[src/rtl/ss_pkg.sv]
package ss_pkg;
  typedef enum logic [1:0] {
    SS_IDLE = 2'd0,
    SS_BOOT = 2'd1,
    SS_RAMP = 2'd2,
    SS_DONE = 2'd3
  } ss_state_t;
endpackage

[src/rtl/ss_cycle_counter.sv]
module ss_cycle_counter #(
  parameter int STEP_CYCLES = 110,
  localparam int CW = $clog2(STEP_CYCLES)
) (
  input  logic clk,
  input  logic rst,
  input  logic clr,
  input  logic adv,
  output logic last
);
  logic [CW-1:0] cnt;

  assign last = (cnt == CW'(STEP_CYCLES - 1));

  always_ff @(posedge clk) begin
    if (rst || clr)   cnt <= '0;
    else if (adv) begin
      if (last) cnt <= '0;
      else      cnt <= cnt + CW'(1);
    end
  end

  // the count never passes the end of a step
  p_cnt_bound_r4: assert property (@(posedge clk) disable iff (rst)
    cnt <= CW'(STEP_CYCLES - 1));
  // without a counted tick the count holds
  p_cnt_hold_r6: assert property (@(posedge clk) disable iff (rst)
    (!adv && !clr) |=> $stable(cnt));
endmodule

[src/rtl/ss_step_fsm.sv]
module ss_step_fsm
  import ss_pkg::*;
#(
  parameter int NUM_STEPS = 4,
  localparam int SW = $clog2(NUM_STEPS)
) (
  input  logic          clk,
  input  logic          rst,
  input  logic          run,
  input  logic          tick,
  input  logic          last,
  output ss_state_t     state,
  output logic [SW-1:0] step
);
  localparam logic [SW-1:0] STEP_MAX = SW'(NUM_STEPS - 1);

  always_ff @(posedge clk) begin
    if (rst || !run) begin
      state <= SS_IDLE;
      step  <= '0;
    end else begin
      case (state)
        SS_IDLE: state <= SS_BOOT;
        SS_BOOT: if (tick) begin
          state <= SS_RAMP;
          step  <= '0;
        end
        SS_RAMP: if (tick && last) begin
          if (step == STEP_MAX) state <= SS_DONE;
          else                  step  <= step + SW'(1);
        end
        default: state <= SS_DONE;
      endcase
    end
  end

  // loss of run returns to idle with the step cleared
  p_idle_after_drop_r7: assert property (@(posedge clk) disable iff (rst)
    !run |=> (state == SS_IDLE && step == '0));
  // ramp is entered only from precharge on a tick, at step 0
  p_ramp_entry_r3: assert property (@(posedge clk) disable iff (rst)
    (state == SS_RAMP && $past(state) != SS_RAMP) |->
      ($past(state) == SS_BOOT && $past(tick) && step == '0));
  // steps advance by one, only on the last tick of a step
  p_step_inc_r4: assert property (@(posedge clk) disable iff (rst)
    (state == SS_RAMP && $past(state) == SS_RAMP && step != $past(step)) |->
      (step == $past(step) + SW'(1) && $past(tick) && $past(last)));
  // completion holds while running
  p_done_hold_r5: assert property (@(posedge clk) disable iff (rst)
    (state == SS_DONE && run) |=> state == SS_DONE);
endmodule

[src/rtl/ss_out_decode.sv]
module ss_out_decode
  import ss_pkg::*;
#(
  parameter int NUM_STEPS = 4,
  localparam int SW = $clog2(NUM_STEPS)
) (
  input  logic          clk,
  input  logic          rst,
  input  ss_state_t     state,
  input  logic [SW-1:0] step,
  output logic          drv_en,
  output logic          lo_precharge,
  output logic [SW-1:0] ilim_code,
  output logic          dbl_toff,
  output logic          ofs_req,
  output logic          ss_done
);
  localparam logic [SW-1:0] CODE_MAX = SW'(NUM_STEPS - 1);

  always_comb begin
    drv_en       = (state != SS_IDLE);
    lo_precharge = (state == SS_BOOT);
    ss_done      = (state == SS_DONE);
    dbl_toff     = (state == SS_RAMP) && (step == '0);
    ofs_req      = dbl_toff;
    case (state)
      SS_RAMP: ilim_code = step;
      SS_DONE: ilim_code = CODE_MAX;
      default: ilim_code = '0;
    endcase
  end

  // completion always carries full-scale limit
  p_done_code_r5: assert property (@(posedge clk) disable iff (rst)
    ss_done |-> (ilim_code == CODE_MAX && !dbl_toff && !lo_precharge));
  // startup aids only at the quarter-limit step
  p_aid_first_r4: assert property (@(posedge clk) disable iff (rst)
    (dbl_toff || ofs_req) |-> (ilim_code == '0 && drv_en && !ss_done));
  // released drivers imply a quiet sequencer
  p_idle_quiet_r8: assert property (@(posedge clk) disable iff (rst)
    !drv_en |-> (ilim_code == '0 && !ss_done && !lo_precharge && !dbl_toff));
endmodule

[src/rtl/ss_sequencer.sv]
module ss_sequencer
  import ss_pkg::*;
#(
  parameter int STEP_CYCLES = 110,
  parameter int NUM_STEPS   = 4,
  localparam int SW = $clog2(NUM_STEPS)
) (
  input  logic          clk,
  input  logic          rst,
  input  logic          cyc_tick,
  input  logic          en,
  input  logic          supply_ok,
  output logic          drv_en,
  output logic          lo_precharge,
  output logic [SW-1:0] ilim_code,
  output logic          dbl_toff,
  output logic          ofs_req,
  output logic          ss_done
);
  logic          run;
  logic          last;
  ss_state_t     state;
  logic [SW-1:0] step;

  assign run = en && supply_ok;

  ss_cycle_counter #(.STEP_CYCLES(STEP_CYCLES)) u_cnt (
    .clk  (clk),
    .rst  (rst),
    .clr  (!run || state != SS_RAMP),
    .adv  (cyc_tick),
    .last (last)
  );

  ss_step_fsm #(.NUM_STEPS(NUM_STEPS)) u_fsm (
    .clk   (clk),
    .rst   (rst),
    .run   (run),
    .tick  (cyc_tick),
    .last  (last),
    .state (state),
    .step  (step)
  );

  ss_out_decode #(.NUM_STEPS(NUM_STEPS)) u_dec (
    .clk          (clk),
    .rst          (rst),
    .state        (state),
    .step         (step),
    .drv_en       (drv_en),
    .lo_precharge (lo_precharge),
    .ilim_code    (ilim_code),
    .dbl_toff     (dbl_toff),
    .ofs_req      (ofs_req),
    .ss_done      (ss_done)
  );

  // a run edge out of idle always lands in precharge
  p_idle_to_boot_r2: assert property (@(posedge clk) disable iff (rst)
    (!drv_en && run) |=> (lo_precharge && drv_en && ilim_code == '0));
endmodule

[config.mk]
export PLATFORM = sky130hd
export DESIGN_NAME = ss_sequencer
export DESIGN_NICKNAME = d
export VERILOG_FILES = /design/src/rtl/ss_pkg.sv /design/src/rtl/ss_cycle_counter.sv /design/src/rtl/ss_step_fsm.sv /design/src/rtl/ss_out_decode.sv /design/src/rtl/ss_sequencer.sv
export SDC_FILE = /design/constraint.sdc
export NUM_CORES = 1
export LEC_CHECK = 0
export ABC_AREA = 1
export BUFFER_PORTS_ARGS = -buffer_cell sky130_fd_sc_hd__buf_4
export CORE_MARGIN = 2
export CORE_UTILIZATION = 44
export DETAILED_ROUTE_END_ITERATION = 16
export PLACE_DENSITY = 0.68
export SLEW_MARGIN = 20
export SYNTH_ARGS = -nofsm -noshare
export SYNTH_HDL_FRONTEND = slang
export SYNTH_SLANG_ARGS = --single-unit
[constraint.sdc]
create_clock -name clk -period 1.2 [get_ports clk]
set_input_delay 0.06 -clock clk [delete_from_list [all_inputs] [get_ports clk]]
set_output_delay 0.06 -clock clk [all_outputs]
set_load 0.01 [all_outputs]
* Word level (Yosys, flattened, before mapping) *
Index checks and enable logic that the tools add are counted.

word-level totals
  register bits = 11
  logic and storage cells = 38

operators by class
  $add $sub $neg = 2
  equal/unequal tests = 10
  multiplexer cells = 10
  reduce and logical (&&, ||, !) cells = 13

operator list
  kind                   count
  $mux W2                6
  $ne A2 B2 Y1 const B   5
  $pmux W2 S2            2
  $add A7 B1 Y7 const B  1
  $eq A7 B7 Y1 const B   1
  $mux W7                1
  $eq A2 B2 Y1 const B   3
  $pmux W2 S3            1
  $logic_not A2 Y1       2
  $reduce_and A4 Y1      1
  $reduce_bool A2 Y1     2
  $logic_and A1 B1 Y1    3
  $logic_or A1 B1 Y1     3
  $reduce_and A3 Y1      1
  $add A2 B1 Y2 const B  1
  $eq A2 B1 Y1 const B   1
  $logic_not A1 Y1       1

* Depth between registers and ports, before layout *
Gate-level depths: netlist of the first run.

  word-level depth = 4
  mapped depth = 9

* By module *
Synthesis of the first run repeated with hierarchy kept, for this count alone.

unflattened totals
  cell total of the unflattened synthesis = 106
  area, all modules = 704.4 sq um

modules (own cells, without submodules)
  module            sequential area each (sq um)  area each (sq um)  times used  cells an instance
  ss_cycle_counter  140.1                         376.6              1           50
  ss_step_fsm       80.1                          246.5              1           36
  ss_out_decode     0.0                           62.6               1           15
  ss_sequencer      0.0                           18.8               1           5

* Least setup slack after synthesis of the first run *
OpenSTA, ideal clock, no wires.

  path kind = register to register
  start = register u_fsm.state[0]
  end = register u_fsm.step[0]
  stages on the path, launching flop included = 8
  setup slack = 0.084 ns
  arrival time = 1.001 ns
  cells stage by stage = dfxtp_1 -> inv_2 -> nor2_2 -> nand2_1 -> nand2_1 -> inv_2 -> a21oi_1 -> nor2_1

between the ends
  longest elaborated chain between the ends = 3

ends and longest elaborated chain
  element                                                                     RTL line            RTL
  from (decl)                                                                 ss_step_fsm.sv:12   output ss_state_t state,
  from (signal assigned)                                                      ss_step_fsm.sv:19   state <= SS_IDLE;
  from (signal assigned)                                                      ss_step_fsm.sv:23   SS_IDLE: state <= SS_BOOT;
  from (signal assigned)                                                      ss_step_fsm.sv:25   state <= SS_RAMP;
  $eq A2 B1 Y1 *                                                              n/a
  via lo_precharge                                                            ss_sequencer.sv:14  output logic lo_precharge,
  $ne A2 B2 Y1 (no source line) / $reduce_bool A2 Y1 (equally long branches)  n/a
  $reduce_and A4 Y1 (no source line)                                          n/a
  to (signal assigned)                                                        ss_step_fsm.sv:30   else step <= step + SW'(1);
  to (decl)                                                                   ss_step_fsm.sv:13   output logic [SW-1:0] step

The timed path passes the listed nets; every way through them passes the cells marked *.
A chain may end at the register's enable or synchronous reset.

* Worst setup path after layout of the first run *
  start = register u_cnt.cnt[1]
  end = register u_cnt.cnt[0]

between the ends
  longest elaborated chain between the ends = 2

ends and longest elaborated chain
  element                 RTL line                RTL
  from (decl)             ss_cycle_counter.sv:11  logic [CW-1:0] cnt;
  from (signal assigned)  ss_cycle_counter.sv:19  else cnt <= cnt + CW'(1);
  $eq A7 B7 Y1            ss_cycle_counter.sv:13  assign last = (cnt == CW'(STEP_CYCLES - 1));
  $mux W7                 ss_cycle_counter.sv:18  if (last) cnt <= '0;

No other way between the ends.

==> reports/summary.md, run 1 <==
### Worst hold path
- worst hold start: rst
- type of the worst min-delay path: input pin to flop
- Worst Hold End: u_fsm.step[0]$_SDFFE_PP0P_
- worst hold path stage count: 4

### Drt
- routed vias: 673
- number of design rule violations left after detail routing: 0
- detail-routed net length per standard cell: 11.9 um
- Initial DRT Pass Iterations: 4
- Final ANT Viol Nets: 0
- number of vias per cell after detailed routing: 4.99
- number of violations reported at the end of detailed-routing iteration 0: 9
- final WL: 1610 um

### Synth
- Yosys warning total: 0
- Synth Instances: 95
- number of flip-flops and latches in the synthesized netlist: 11
- Syn Std Cell Area: 658 um^2
- number of unique standard cell types used by synthesis: 19
- dominant cell type by area after synthesis: sky130_fd_sc_hd__dfxtp_1
- post-synthesis sequential area ratio: 0.335
- Net Count, Synth: 104
- proportion of netlist area held by the largest area contributor: 0.335
- Area contributors post-synth: sky130_fd_sc_hd__dfxtp_1 (33%), sky130_fd_sc_hd__nand2_1 (13%), sky130_fd_sc_hd__ha_1 (7.6%)
- mean cell area of the mapped netlist: 6.93 um^2

### STA
- RSZ-0062 raised after global routing: true
- setup violation total in the final timing report: 0
- number of hold violations in the final report: 0
- fmax: 834 MHz
- Period Utilization, post-route: 0.999
- setup clock skew after layout: 9.77 ps
- post-layout worst setup margin: 1.49 ps
- Worst-Margin Slew: 205 ps
- final critical path time including I/O delays and setup: 1200 ps
- total count of max-transition violations in the final report: 0
- Slew HR: 0.864

### Clocking
- number of buffers between clock root and the deepest sink: 2
- # clock sinks: 11
- latest clock arrival within the worst-skew pair: 270 ps
- H-tree level count: 1
- Clock Root Buffer: sky130_fd_sc_hd__clkbuf_4
- number of buffers created by CTS: 3
- clock input transition at the sequential cells of the worst setup and hold paths: 90 ps
- clock tree from TritonCTS: done

### Global routing
- maximum number of pins on one net before global-route repair: 10
- wire length of the first global-routing pass: 2390 um
- overall fraction of global-route tracks in use: 0.172
- sum of overflow across all layers after global routing: 0
- vias in the first global route: 581
- antenna violations before repair: 0

### Placement
- placed wire-length estimate: 1040 um
- Placed Instances: 125
- number of input and output port buffers inserted: 11
- post-place setup slack: -21.6 ps
- final estimated routing congestion in global placement: 0.811

### Power
- reported net switching power: 0.176 mW
- worst IR drop on VDD: 0.517 mV
- total chip power: 0.690 mW
- combinational cell fraction of total power: 0.089
- internal power component: 0.514 mW
- switching part of the total power: 0.255
- reported leakage power: 0.403 nW
- clock network fraction of total power: 0.382
- register share of total power: 0.529
- PwrDens: 695 nW/um^2

### Setup path
- largest stage delay on the critical path: 390 ps
- launching instance or port of the critical path: u_cnt.cnt[1]$_SDFFE_PP0P_
- sort of element at the end of the critical path: flop
- critical path peak fanout: 4
- Setup CP Type: flop to flop
- Buf/Inv on CP: 4
- number of cells on the worst reg-to-reg path: 9
- required arrival time at the worst endpoint: 1400 ps
- terminus of the critical flop-to-flop path: u_cnt.cnt[0]$_SDFFE_PP0P_
- reg-to-reg critical path startpoint: u_cnt.cnt[1]$_SDFFE_PP0P_
- kind of cell with the highest combined delay on the critical path: flip-flops
- CP arrival: 1400 ps
- critical path launch point type: flop
- cells traversed along the worst timing path: inv_4 -> ha_4 -> inv_2 -> nor2_4 -> nand2_2 -> inv_2 -> nor2_4 -> inv_4 -> nor3b_2
- cell with the largest stage delay on the worst path: sky130_fd_sc_hd__dfxtp_4
- register-to-register setup slack: 1 ps

### Outcome
- result of the run: complete, no violations

### Finish
- NumNets Final: 130
- ratio of cells with drive above 1 in the final layout: 0.575
- post-route non-filler standard cell count: 135
- antenna cell count: 0
- P&R area growth vs syn: 50.8%

### Die
- Chip Width: 42.7 um
- total die area: 1820 um^2
- starting density of the core: 0.487
- number of placement rows: 13
- number of ports placed on the die boundary: 12
- height of the die: 42.7 um
- area of the core region: 1350 um^2

### Run
- total of max-cap violations: 0

## cell families (layout without fill, tap and decap cells)
family / after synthesis / after routing / synth area share
adder cells (fa/ha/maj): 4 / 4 / 0.0760
XOR/XNOR: 1 / 1 / 0.0133
AO/OA/AOI/OAI: 11 / 11 / 0.0836
AND/OR/NAND/NOR: 50 / 50 / 0.378
flip-flops: 11 / 11 / 0.335
buffers and inverters: 18 / 43 / 0.114
## metrics by stage
step	setup TNS, ps	area, um^2	util	hold slack (ps)
global route	-349	992	0.735	85.9
CTS	0	886	0.656	68.3
floorplan	0	658	-	139
finish	0	992	0.735	61.9
detailed placement	-59.4	790	0.585	251
global placement	-27.0	790	0.585	245
## area by class of cell
cell class,count,area (um^2)
multi-input cells,66,457
fillers,103,358
clock inverters,1,5.00
flip-flops and latches,11,235
clock buffers,3,22.5
inverters,16,67.6
well taps,15,18.8
repair buffers,23,186
## what timing repair did
item	CTS	global route
hold buffers	1	0
buffers inserted	4	1
endpoints found under the setup margin	11	12
hold endpoints to repair	1	0
pin swaps	2	9
resized for setup	13	28
## power groups by stage
stage	combinational, mW	sequential, mW	clock (mW)
after CTS	0.0548	0.370	0.267
after global placement	0.0486	0.379	0
after floorplan	0.0294	0.378	0
after detailed placement	0.0498	0.379	0
final	0.0610	0.365	0.264
after global routing	0.0669	0.366	0.281
## flip-flops by register name (all words and copies together) (netlist names)
signal	flops
u_cnt.cnt	7
u_fsm.state	2
u_fsm.step	2
## cell usage after synthesis
library cell	count
sky130_fd_sc_hd__nand3_1	5
sky130_fd_sc_hd__nor2_1	10
sky130_fd_sc_hd__ha_1	4
sky130_fd_sc_hd__nand2_1	23
sky130_fd_sc_hd__and3_1	1
sky130_fd_sc_hd__nor2_4	2
sky130_fd_sc_hd__xnor2_1	1
sky130_fd_sc_hd__dfxtp_1	11
sky130_fd_sc_hd__nor3b_2	1
sky130_fd_sc_hd__inv_2	7
sky130_fd_sc_hd__nand2_2	1
sky130_fd_sc_hd__nor3_2	3
sky130_fd_sc_hd__inv_1	9
sky130_fd_sc_hd__a21oi_1	9
sky130_fd_sc_hd__o21ai_0	1
sky130_fd_sc_hd__buf_4	2
sky130_fd_sc_hd__nor2_2	2
sky130_fd_sc_hd__nor3_1	2
sky130_fd_sc_hd__o21ai_1	1
## metal layers
layer / track usage / part of all wire / wire [um] / vias up
met5: 0 / 0 / 0 / -
met4: 0.0750 / 0.0068 / 11 / 0
met3: 0.0255 / 0.047 / 76 / 2
met2: 0.270 / 0.49 / 783 / 12
met1: 0.233 / 0.46 / 740 / 316
li1: - / - / - / 343
## tightest hold or removal path: stages
cell and delay, ps:
sky130_fd_sc_hd__buf_4 90, sky130_fd_sc_hd__nor2_2 50, sky130_fd_sc_hd__nand2_1 60, sky130_fd_sc_hd__nor2_1 30
## how the worst max path moves through the flow
stage / endpoint / slack, ps / cells after the start
after CTS: dbl_toff / 0.8 / 4
final: u_cnt.cnt[0]$_SDFFE_PP0P_ / 1 / 9
after global placement: u_cnt.cnt[0]$_SDFFE_PP0P_ / -30 / 9
after floorplan: u_fsm.step[0]$_SDFFE_PP0P_ / 80 / 7
after global routing: u_cnt.cnt[0]$_SDFFE_PP0P_ / -60 / 9
after detailed placement: u_cnt.cnt[0]$_SDFFE_PP0P_ / -20 / 9
## cells in the final DEF, fill, tap and decap left out, types with 2 or more instances in the layout
cell type                  count
sky130_fd_sc_hd__a21oi_1       7
sky130_fd_sc_hd__a21oi_2       2
sky130_fd_sc_hd__buf_4        19
sky130_fd_sc_hd__buf_6         3
sky130_fd_sc_hd__clkbuf_4      3
sky130_fd_sc_hd__dfxtp_1       5
sky130_fd_sc_hd__dfxtp_2       3
sky130_fd_sc_hd__dfxtp_4       3
sky130_fd_sc_hd__ha_4          2
sky130_fd_sc_hd__inv_1         5
sky130_fd_sc_hd__inv_2         8
sky130_fd_sc_hd__inv_4         3
sky130_fd_sc_hd__nand2_1      20
sky130_fd_sc_hd__nand2_2       4
sky130_fd_sc_hd__nand3_2       4
sky130_fd_sc_hd__nor2_1        6
sky130_fd_sc_hd__nor2_2        4
sky130_fd_sc_hd__nor2_4        4
sky130_fd_sc_hd__nor3_1        2
sky130_fd_sc_hd__nor3_2        2
No activity file was read; power rests on OpenSTA's default activity.
==> inputs of run 2 (changes only) <==
- ABC_AREA: 1 -> not set
==> run 2 against run 1 <==
The run now ends with negative setup slack left. Clock-buffer cell count up 1. Critical path type unchanged. Fmax is 9.0% lower. Die area fell by 2.4%.
==> reports/summary.md, run 2 <==
### Placement
- placed wire-length estimate: 1100 um, +5.3%
- post-place setup slack: -120 ps, -98.6 ps
- Placed Instances: 112, -10%
- final estimated routing congestion in global placement: 0.788, -2.8%
- number of input and output port buffers inserted: 11, unchanged

### Clocking
- H-tree level count: 1, unchanged
- latest clock arrival within the worst-skew pair: 280 ps, about the same
- # clock sinks: 11, unchanged
- number of buffers created by CTS: 3, unchanged
- number of buffers between clock root and the deepest sink: 2, unchanged
- clock input transition at the sequential cells of the worst setup and hold paths: 70 ps, -20 ps
- clock tree from TritonCTS: done
- Clock Root Buffer: sky130_fd_sc_hd__clkbuf_4

### Global routing
- maximum number of pins on one net before global-route repair: 10, unchanged
- antenna violations before repair: 0, unchanged
- sum of overflow across all layers after global routing: 0, unchanged
- wire length of the first global-routing pass: 2590 um, +8.7%
- vias in the first global route: 654, +13%
- overall fraction of global-route tracks in use: 0.189, +0.0166

### Synth
- basic-gate share of the synthesized area counting and, or, nand and nor cells: 0.330, -0.0482
- Area contributors post-synth: sky130_fd_sc_hd__dfxtp_1 (34%), sky130_fd_sc_hd__ha_1 (7.8%), sky130_fd_sc_hd__nand3_1 (5.5%)
- number of unique standard cell types used by synthesis: 33, +14
- dominant cell by count in the synthesized netlist: sky130_fd_sc_hd__dfxtp_1
- dominant cell type by area after synthesis: sky130_fd_sc_hd__dfxtp_1
- Net Count, Synth: 82, -21%
- share of the synthesized area in compound gates (AO/OA/AOI/OAI): 0.115, +0.0316
- count of flip-flops with a built-in enable after synthesis: 0, unchanged
- Syn Std Cell Area: 641 um^2, -2.7%
- xor-xnor portion of the synthesized cell area: 0.0273, +0.0140
- Yosys warning total: 0, unchanged
- arithmetic-cell share of the synthesized area counting full adders, half adders and majority gates: 0.0781, +0.00208
- proportion of netlist area held by the largest area contributor: 0.344, +0.00915
- number of flip-flops and latches in the synthesized netlist: 11, unchanged
- share of flip-flops with an asynchronous set or reset after synthesis: 0, unchanged
- multiplexer share of the synthesized area: 0.0469, +0.0469
- leading register cell type out of synthesis: sky130_fd_sc_hd__dfxtp_1
- combinational family with the most area after synthesis: simple AND/OR/NAND/NOR gates
- post-synthesis sequential area ratio: 0.344, +0.00915
- mean cell area of the mapped netlist: 8.78 um^2, +27%
- ranking of synthesized cells by instance count: sky130_fd_sc_hd__dfxtp_1 (11), sky130_fd_sc_hd__nand3_1 (7), sky130_fd_sc_hd__inv_1 (5), sky130_fd_sc_hd__nor2_1 (5)
- Synth Instances: 73, -23%

### Power
- PwrDens: 695 nW/um^2, about the same
- reported net switching power: 0.161 mW, -8.2%
- switching part of the total power: 0.236, -0.0183
- clock network fraction of total power: 0.393, +0.011
- reported leakage power: 0.419 nW, +4.0%
- worst IR drop on VDD: 0.719 mV, +39%
- internal power component: 0.520 mW, +1.3%
- total chip power: 0.682 mW, -1.1%
- register share of total power: 0.534, +0.005
- combinational cell fraction of total power: 0.073, -0.016

### Drt
- top metal layer carrying routed signals: met4
- detail-routed net length per standard cell: 13.4 um, +12%
- number of violations reported at the end of detailed-routing iteration 0: 18, +9
- routed metal-1 wire length: 610 um, -18%
- final WL: 1570 um, -2.7%
- Initial DRT Pass Iterations: 5, +1
- DR WL met3: 54 um, -29%
- routed length on met2: 879 um, +12%
- number of vias per cell after detailed routing: 5.50, +10%
- number of design rule violations left after detail routing: 0, unchanged
- routed vias: 644, -4.3%
- Final ANT Viol Nets: 0, unchanged

### STA
- RSZ-0062 raised after global routing: true
- post-layout worst setup margin: -117 ps, -118 ps
- total negative setup slack: -537 ps, -537 ps
- number of hold violations in the final report: 0, unchanged
- Slew HR: 0.781, -0.0828
- setup violation total in the final timing report: 8, +8
- total count of max-transition violations in the final report: 0, unchanged
- Period Utilization, post-route: 1.10, +0.0985
- setup clock skew after layout: 4.24 ps, -5.53 ps
- final critical path time including I/O delays and setup: 1320 ps, +118 ps
- fmax: 759 MHz, -9.0%
- Worst-Margin Slew: 328 ps, +123 ps

### Die
- starting density of the core: 0.480, -0.00719
- height of the die: 42.2 um, -1.2%
- number of placement rows: 13, unchanged
- Chip Width: 42.2 um, -1.2%
- number of ports placed on the die boundary: 12, unchanged
- total die area: 1780 um^2, -2.4%
- area of the core region: 1330 um^2, -1.2%

### Outcome
- result of the run: complete, but fails checks
- violated checks: negative setup slack

### Setup path
- CP arrival: 1480 ps, +80 ps
- critical path peak fanout: 2, -2
- reg-to-reg critical path startpoint: u_fsm.step[0]$_SDFFE_PP0P_
- required arrival time at the worst endpoint: 1360 ps, -40 ps
- launching instance or port of the critical path: u_fsm.step[0]$_SDFFE_PP0P_
- Setup CP Type: flop to flop
- sort of element at the end of the critical path: flop
- critical path launch point type: flop
- number of cells on the worst reg-to-reg path: 3, -6

### Finish
- Biggest register: u_cnt.cnt
- ratio of cells with drive above 1 in the final layout: 0.510, -0.0652
- NumNets Final: 112, -14%
- P&R area growth vs syn: 53.1%
- top library cells by usage in the layout, fill and taps aside: sky130_fd_sc_hd__buf_4 (20), sky130_fd_sc_hd__buf_6 (8), sky130_fd_sc_hd__nand3_1 (7)
- post-route non-filler standard cell count: 117, -13%
- commonest non-fill, non-tap cell in the layout: sky130_fd_sc_hd__buf_4
- registers with the most flip-flops: u_cnt.cnt (7), u_fsm.state (2), u_fsm.step (2)
- fill cell total of the finished layout: 107, +3.9%
- share of the core filled with cells in the final layout: 0.735, about the same
- number of flip-flops in the largest register: 7, unchanged
- antenna cell count: 0, unchanged

### Worst hold path
- type of the worst min-delay path: input pin to flop
- worst hold start: cyc_tick
- worst hold path stage count: 2, -2

### Run
- total of max-cap violations: 0, unchanged

==> run 2: changes by cell type in the layout (fill, tap and decap cells not counted), moves of 5 or more <==
cell                      before  now
sky130_fd_sc_hd__nand3_1       1    7
sky130_fd_sc_hd__nand2_1      20    4
sky130_fd_sc_hd__inv_2         8    2
sky130_fd_sc_hd__buf_6         3    8
sky130_fd_sc_hd__a21oi_1       7    2
==> run 2: power groups by stage <==
stage | combinational [mW] | clock, mW | sequential (mW)
after floorplan | 0.0215 | 0 | 0.375
after global placement | 0.0431 | 0 | 0.374
after detailed placement | 0.0443 | 0 | 0.374
after CTS | 0.0465 | 0.269 | 0.365
after global routing | 0.0537 | 0.291 | 0.364
final | 0.0498 | 0.268 | 0.364
==> run 2: final cells by class <==
cell class                 instances  area, um^2  share of cell area
timing repair buffer              28         240               0.245
clock buffer                       4        26.3              0.0268
sequential                        11         233               0.237
inverter                           5        18.8              0.0191
tap                               15        18.8              0.0191
multi-input combinational         54         444               0.453
==> run 2: path summary, 6_finish.rpt <==
check                               end  slack [ps]
max reg2reg  u_fsm.step[1]$_SDFFE_PP0P_        -120
min           u_cnt.cnt[1]$_SDFFE_PP0P_          50
min reg2reg   u_cnt.cnt[1]$_SDFFE_PP0P_         570
max          u_fsm.step[1]$_SDFFE_PP0P_        -120
==> run 2: critical path, cell delays in order (launching register included) <==
cell and delay (ps):
sky130_fd_sc_hd__dfxtp_2 330, sky130_fd_sc_hd__ha_2 190, sky130_fd_sc_hd__or4_4 550, sky130_fd_sc_hd__mux2i_1 140
==> run 2: per-stage QoR <==
step | area [um^2] | hold WS (ps)
floorplan | 667 | 311
finish | 981 | 53.6
global placement | 870 | 340
detailed placement | 870 | 347
CTS | 925 | 61.9
global route | 981 | 70.3
==> run 2: metal layers <==
| layer | up-vias | GRT usage |
|---|---|---|
| li1 | 317 | - |
| met1 | 309 | 0.197 |
| met2 | 14 | 0.363 |
| met3 | 4 | 0.0388 |
| met4 | 0 | 0.0750 |
| met5 | - | 0 |
==> run 2: what timing repair did <==
action / in CTS / in global routing
resized for setup: 9 / 16
pin swaps: 3 / 1
hold endpoints to repair: 0 / 0
setup buffers: 0 / 1
hold buffers: 0 / 0
setup endpoints to repair: 12 / 12
==> run 2: cell families (layout without fill, tap and decap cells) <==
| logic type | Yosys count | count (layout) |
|---|---|---|
| mux | 3 | 3 |
| compound gates | 11 | 11 |
| simple gates | 34 | 34 |
| buf+inv | 8 | 37 |
| fa+ha+maj | 4 | 4 |
| xor+xnor | 2 | 2 |
| flops | 11 | 11 |
